[src/rtl/lcd_scan_timer.sv]
module lcd_scan_timer #(
  parameter int XW = 10,
  parameter int YW = 10
) (
  input  logic          clk,
  input  logic          rst_n,
  input  logic          pix_ce,
  input  logic          en,
  input  logic          pwr,
  input  logic [31:0]   htim,
  input  logic [31:0]   vtim,
  input  logic          inv_hs,
  input  logic          inv_vs,
  input  logic          inv_de,
  input  logic [1:0]    irq_sel,
  input  logic          irq_mask,
  input  logic          irq_clr,
  output logic          hsync,
  output logic          vsync,
  output logic          de,
  output logic [XW-1:0] px,
  output logic [YW-1:0] py,
  output logic          irq_pulse,
  output logic          irq_stat,
  output logic          irq_out
);
  localparam int LW  = XW + 1;
  localparam int VLW = YW + 1;
  localparam logic [1:0] P_SYN = 2'd0;
  localparam logic [1:0] P_BPO = 2'd1;
  localparam logic [1:0] P_ACT = 2'd2;
  localparam logic [1:0] P_FPO = 2'd3;

  logic [1:0]     hph, vph, vph_prev;
  logic [LW-1:0]  hcnt, hlen;
  logic [VLW-1:0] vcnt, vlen;
  logic [1:0]     vnext;
  logic           h_last, v_last, line_end;
  logic           unused_bits;

  assign unused_bits = ^htim[1:0];

  always_comb begin
    case (hph)
      P_SYN:   hlen = LW'(htim[15:8]) + LW'(1);
      P_BPO:   hlen = LW'(htim[31:24]) + LW'(1);
      P_ACT:   hlen = (LW'(htim[7:2]) + LW'(1)) << 4;
      default: hlen = LW'(htim[23:16]) + LW'(1);
    endcase
  end

  always_comb begin
    case (vph)
      P_SYN: begin
        vlen  = VLW'(vtim[15:10]) + VLW'(1);
        vnext = (vtim[31:24] != 8'd0) ? P_BPO : P_ACT;
      end
      P_BPO: begin
        vlen  = VLW'(vtim[31:24]);
        vnext = P_ACT;
      end
      P_ACT: begin
        vlen  = VLW'(vtim[9:0]) + VLW'(1);
        vnext = (vtim[23:16] != 8'd0) ? P_FPO : P_SYN;
      end
      default: begin
        vlen  = VLW'(vtim[23:16]);
        vnext = P_SYN;
      end
    endcase
  end

  assign h_last   = (hcnt == hlen - LW'(1));
  assign v_last   = (vcnt == vlen - VLW'(1));
  assign line_end = en & pix_ce & h_last & (hph == P_FPO);

  always_ff @(posedge clk or negedge rst_n) begin
    if (!rst_n) begin
      hph  <= P_SYN;
      hcnt <= '0;
    end else if (!en) begin
      hph  <= P_SYN;
      hcnt <= '0;
    end else if (pix_ce) begin
      if (h_last) begin
        hph  <= hph + 2'd1;
        hcnt <= '0;
      end else begin
        hcnt <= hcnt + LW'(1);
      end
    end
  end

  always_ff @(posedge clk or negedge rst_n) begin
    if (!rst_n) begin
      vph  <= P_SYN;
      vcnt <= '0;
    end else if (!en) begin
      vph  <= P_SYN;
      vcnt <= '0;
    end else if (line_end) begin
      if (v_last) begin
        vph  <= vnext;
        vcnt <= '0;
      end else begin
        vcnt <= vcnt + VLW'(1);
      end
    end
  end

  always_ff @(posedge clk or negedge rst_n) begin
    if (!rst_n) begin
      vph_prev <= P_SYN;
      irq_stat <= 1'b0;
    end else begin
      vph_prev <= vph;
      if (irq_pulse)    irq_stat <= 1'b1;
      else if (irq_clr) irq_stat <= 1'b0;
    end
  end

  assign irq_pulse = en & (vph != vph_prev) & (vph == irq_sel);
  assign irq_out   = irq_stat & irq_mask;

  assign hsync = pwr & ((en & (hph == P_SYN)) ^ inv_hs);
  assign vsync = pwr & ((en & (vph == P_SYN)) ^ inv_vs);
  assign de    = pwr & ((en & (hph == P_ACT) & (vph == P_ACT)) ^ inv_de);
  assign px    = (hph == P_ACT) ? hcnt[XW-1:0] : '0;
  assign py    = (vph == P_ACT) ? vcnt[YW-1:0] : '0;
endmodule


[config.mk]
export PLATFORM = sky130hd
export DESIGN_NAME = lcd_scan_timer
export DESIGN_NICKNAME = d
export VERILOG_FILES = /design/src/rtl/lcd_scan_timer.sv
export SDC_FILE = /design/constraint.sdc
export NUM_CORES = 1
export LEC_CHECK = 0
export ABC_AREA = 0
export BUFFER_PORTS_ARGS = -buffer_cell sky130_fd_sc_hd__buf_2
export CAP_MARGIN = 20
export CORE_ASPECT_RATIO = 0.5
export CORE_MARGIN = 2
export CORE_UTILIZATION = 50
export DETAILED_ROUTE_END_ITERATION = 10
export PLACE_DENSITY = 0.78
export SETUP_SLACK_MARGIN = 0.4
export SYNTH_ARGS = -nofsm -noshare
export SYNTH_HDL_FRONTEND = slang
export SYNTH_SLANG_ARGS = --single-unit
[constraint.sdc]
create_clock -name clk -period 5.98 [get_ports clk]
set_clock_uncertainty 0.1 [all_clocks]
set_input_delay 0 -clock clk [delete_from_list [all_inputs] [get_ports clk]]
set_output_delay 0 -clock clk [all_outputs]
set_load 0.05 [all_outputs]
# After elaboration in Yosys (flattened, before gate mapping)
# Cells that the tools add are included.
# Widths: inputs -> output; s select.
# totals
latch_bits	0
input_bits	76
n_memories	0
word_cells	74
regBits	29
mem_bits_rw	0
mem_bits_ro	0
output_inout_bits	26
# classes
div	0
n_bitwise	16
multipliers	0
n_addsub	11
magnitude_cmp	0
eq_ne	13
n_mux	21
n_reduce_logical	7
n_shift	0
# ops
cell	n
$mux 11	6
$pmux 11 s3	2
$add 8x1->9 const B	3
$add 11x1->11 const B	2
$eq 11x11->1	2
$sub 11x1->11 const B	2
$mux 10	2
$mux 2	8
$reduce_bool 8->1	2
$add 6x1->7 const B	2
$and 1x1->1	13
$add 10x1->11 const B	1
$eq 2x2->1 const B	3
$ne 2x1->1 const B	3
$pmux 2 s3	1
$eq 2x1->1 const B	2
$logic_not 2->1	2
$reduce_and 2->1	2
$xor 1x1->1	3
$add 2x1->2 const B	1
$eq 2x2->1	1
$mux 1	2
$ne 2x2->1	1
$ne 2x2->1 const B	1
$reduce_bool 2->1	1

# Longest topological paths before layout
# logic_depth
depth_word	8
ltp_mapped	20
mapped_depth_nobuf	17

# Least setup slack after synthesis
# No wires, ideal clock.
# synth_timing
kind	reg2reg
from	reg hph[0]
to	reg vcnt[1]
path_buffers	2
arrival_time_ns	3.943
synth_period_minus_slack_ns	4.121
path_slack_ns	1.859
stages_incl_launch_ff	18
required_time_ns	5.802
cell_sequence	dfrtp_1 > inv_1 > ha_1 > buf_6 > buf_4 > a22o_1 > or2_2 > ha_1 > inv_1 > nand3_1 > a211oi_1 > o211ai_1 > nor2_1 > or4b_4 > a22oi_4 > o2111ai_4 > or3b_1 > a21oi_1
# synth_between
elab_chain_cells	7
word_cells_on_any_way	10
cone_classes	add/sub (1); eq/ne (5); mux (1); bitwise (2); reduce/logical (1)
# synth_rtl
item	line_no	rtl
start: declaration	34	logic [1:0] hph, vph, vph_prev;
start signal: assignment	86	hph <= hph + 2'd1;
$eq 2x2->1 (tied with other cells)	44	case (hph)
$pmux 11 s3	44	
$sub 11x1->11	73	assign h_last = (hcnt == hlen - LW'(1));
$eq 11x11->1	73	
$and 1x1->1	75	assign line_end = en & pix_ce & h_last & (hph == P_FPO);
$and 1x1->1 *	75	
$ne 2x1->1 (no line) *	n/a	
end signal: assignment	106	vcnt <= vcnt + VLW'(1);
end: declaration	36	logic [VLW-1:0] vcnt, vlen;
# Every way passes the cells marked *; elsewhere a longest branch is shown, timed or not.
# A chain may end at the register's enable or synchronous reset.

# Worst setup path in the final report
# layout_timing
from	reg hph[0]
to	reg vcnt[9]
# The elaborated chain is that of the path after synthesis.

==> flow_summary_export.csv <==
group,metric,value,unit
outcome,outcome,"completed",
grt,grt_pass1_wl,17.3,mm
power_and_ir_drop,swShare,29.4,%
synthesis,synth-main-ff-cell,"dfrtp_1",
worst_setup_path,critPathSlowestCell,"nor3b_1",
power_and_ir_drop,seq_power_share,33.7,%
min_path,min-delay-path-class,"in2reg",
routing,drt_iter0_drc,366,
clocking,cts_tree,"built",
power_and_ir_drop,pwr_density_cell,126,nW/µm²
placed_design,place_inst,719,
worst_setup_path,crit_cells,15,
floorplan,die_x,130,µm
clocking,cts.clk_slew.worst_paths,0.05,ns
sta,setup_violations,0,
sta,rsz0062_at_grt,"false",
routing,drc_errors,0,
clocking,cts.hold.buffers_added,4,
routing,wl_per_cell,14.6,µm
synthesis,ys_seq_elements,29,
grt,grt_remaining_overflow,0,
synthesis,yosysWarningCount,0,
sta,max_slew.worst_pin.slew,0.835,ns
sta,fmax,196,MHz
synthesis,syn-num-nets,618,
finish,area_delta_synth_final,18.4,%
synthesis,synthCells,530,
power_and_ir_drop,clkPwrFrac,39.9,%
sta,drv_slew,0,
floorplan,initial_core_util,52.9,%
worst_setup_path,crit_buf_inv,2,
power_and_ir_drop,switchingPower,0.000174,W
power_and_ir_drop,power_leakage,2.00,nW
placed_design,dpl_cell_area,4530,µm²
clocking,cts.sinks,29,
worst_setup_path,cp.arrival,5.19,ns
min_path,min_from,"en",
worst_setup_path,worst-r2r-cell-count,15,
min_path,min_path_cells,3,
clocking,cts_setup_buffers,0,
floorplan,die_h,67.1,µm
placed_design,dpl.hpwl,8.11,mm
finish,diodes,0,
power_and_ir_drop,combPwrFrac,26.3,%
clocking,cts_max_path_buffers,2,
routing,drt-total-wl,10.6,mm
sta,setup_slack,0.882,ns
clocking,cts_made_buffers,5,
routing,firstDrtPassIters,5,
sta,maxSlewHeadroom,44.3,%
synthesis,synth-edff-count,0,
routing,vias,4289,
synthesis,ys_types,85,
sta,holdWs,0.0871,ns
placed_design,io_buffers,99,
worst_setup_path,startpoint,"hph[0]",
clocking,htree_levels,2,
clocking,worstSkewPairLatency,0.27,ns
placed_design,dp_slack,1.06,ns
synthesis,ys_async_sr_fraction,100,%
floorplan,row_count,22,
worst_setup_path,slowest_delay,0.65,ns
synthesis,postSynthAreaPerCell,7.50,µm²
worst_setup_path,critPathMaxFanout,19,
synthesis,synth_area_leaders,"dfrtp_1 (18%), xnor2_1 (6.4%), nand2_1 (5.2%), nand3_1 (4.8%), and2_1 (4.1%)",
routing,via_per_inst,5.87,
worst_setup_path,required,6.07,ns
synthesis,synth_top_area_share,18.3,%
synthesis,ys_seq_area_share,18.3,%
worst_setup_path,endpoint_kind,"register",
worst_setup_path,crit_path_start_kind,"register",
synthesis,synth_area,3980,µm²
finish,drive_gt1_share,21.7,%
synthesis,yosysTopAreaCell,"dfrtp_1",
grt,grt_pass1_vias,3816,
floorplan,ios,102,
placed_design,place_congestion,0.891,
power_and_ir_drop,internal-power,0.000418,W
power_and_ir_drop,ir_drop,0.0000824,V
worst_setup_path,crit_type,"reg2reg",
sta,layout_min_cycle_time,5.10,ns
floorplan,fp.dieArea,8730,µm²
grt,grt_antenna_before_repair,0,
worst_setup_path,r2r_start,"hph[0]",
worst_setup_path,path_cells,"inv_1 > ha_1 > nor3b_1 > nor2_1 > inv_1 > ha_1 > o21ai_0 > a211oi_1 > o211ai_1 > nor2_1 > or4b_4 > a22oi_4 > o2111ai_4 > nand2b_1 > o22ai_1",
finish,nets,710,
clocking,cts.root.buffer_cell,"clkbuf_16",
flow_run,maxCapViolCount,0,
sta,setup_tns,0,ns
sta,period_share,85.2,%
grt,track_usage,24.9,%
finish,final_cells,731,
finish,stdcell_area,4710,µm²
sta,hold_viol_final,0,
routing,ant_nets,0,
grt,grt_max_degree,30,
floorplan,design.core.area,7510,µm²
worst_setup_path,critPathTopFamily,"simple AND/OR/NAND/NOR gates",
clocking,postCtsResizedCells,0,
## Yosys cell counts, drive strengths merged (5+ instances only)
cell type   n
a211oi      5
a21oi      25
a22o        5
a22oi       7
a31oi       5
and2       26
and3        6
buf         9
clkbuf     11
dfrtp      29
ha         12
inv        21
mux2i       9
nand2      56
nand2b      6
nand3      38
nand4       8
nor2       43
nor3       17
nor3b       5
nor4        6
o211ai      5
o21a        6
o21ai      22
o22ai      14
or3        12
or3b        6
xnor2      29
xor2       18
## stage by stage
step	total power (W)	util, %
after floorplan	0.000300	-
after global placement	0.000352	60.3
after detailed placement	0.000355	60.3
after CTS	0.000596	62.6
after global routing	0.000626	62.6
final	0.000592	62.6
## layer usage
layer	GRT usage [%]	routed length (µm)	vias to the layer above
li1	-	-	2152
met1	32.0	5020	1981
met4	6.18	140	0
met5	0	0	-
met3	3.45	539	12
met2	44.2	4950	144
## placed cells by master (no fill, tap or decap), types with 4 or more instances in the layout
master         instances
buf_2                 99
nand2_1               55
nor2_1                43
nand3_1               38
xnor2_1               29
dfrtp_1               29
and2_1                26
a21oi_1               24
inv_1                 21
o21ai_0               21
xor2_1                18
nor3_1                17
o22ai_1               14
or3_1                 12
ha_1                  12
mux2i_1                9
nand4_1                8
nand2b_1               6
a22oi_1                6
nor4_1                 6
a31oi_1                5
a211oi_1               5
o211ai_1               5
o21a_1                 5
and3_1                 5
clkbuf_16              5
a22o_1                 4
nor3b_1                4
or2_2                  4
nor2b_1                4
or3b_1                 4
or4_1                  4
dlygate4sd3_1          4
## power by group through the flow
stage | logic (W) | registers [W] | clock network (W)
after floorplan | 0.0000980 | 0.000202 | 0
after global placement | 0.000149 | 0.000203 | 0
after detailed placement | 0.000152 | 0.000203 | 0
after CTS | 0.000155 | 0.000200 | 0.000242
after global routing | 0.000173 | 0.000200 | 0.000253
final | 0.000156 | 0.000200 | 0.000236
## layout make-up
class | instances | area (µm²)
repair buffers | 105 | 551
inverters | 22 | 82.6
clock inverters | 2 | 10.0
multi-input cells | 459 | 3070
clock buffers | 6 | 129
flip-flops and latches | 29 | 726
well taps | 108 | 135
fillers | 734 | 2810
## sequential cells by signal, indices dropped and copies added (netlist names)
signal	count
hcnt	11
vph_prev	2
hph	2
irq_stat	1
vcnt	11
vph	2
## worst register-to-register path, delay by kind of cell, from the launching register on
family	cells	cell delay [ns]
compound gates	6	1.77
fa+ha+maj	2	0.74
buf+inv	2	0.21
flops	1	0.40
simple gates	5	1.79
## cell families after synthesis
| family | Yosys count | share of synthesized area [%] |
|---|---|---|
| buf+inv | 42 | 4.44 |
| flops | 29 | 18.3 |
| mux | 13 | 4.25 |
| compound gates | 132 | 24.2 |
| fa+ha+maj | 13 | 4.03 |
| xor+xnor | 48 | 11.0 |
| simple gates | 253 | 33.9 |
## path summary, 6_finish.rpt
path	to	slack, ns
max in group asynchronous	hph[1]	5.14
min reg2reg	vcnt[10]	0.49
max reg2reg	vcnt[9]	0.88
min in group asynchronous	vcnt[9]	0.20
min	vph[0]	0.09
max	vcnt[9]	0.88
No activity file was read; power rests on OpenSTA's default activity.
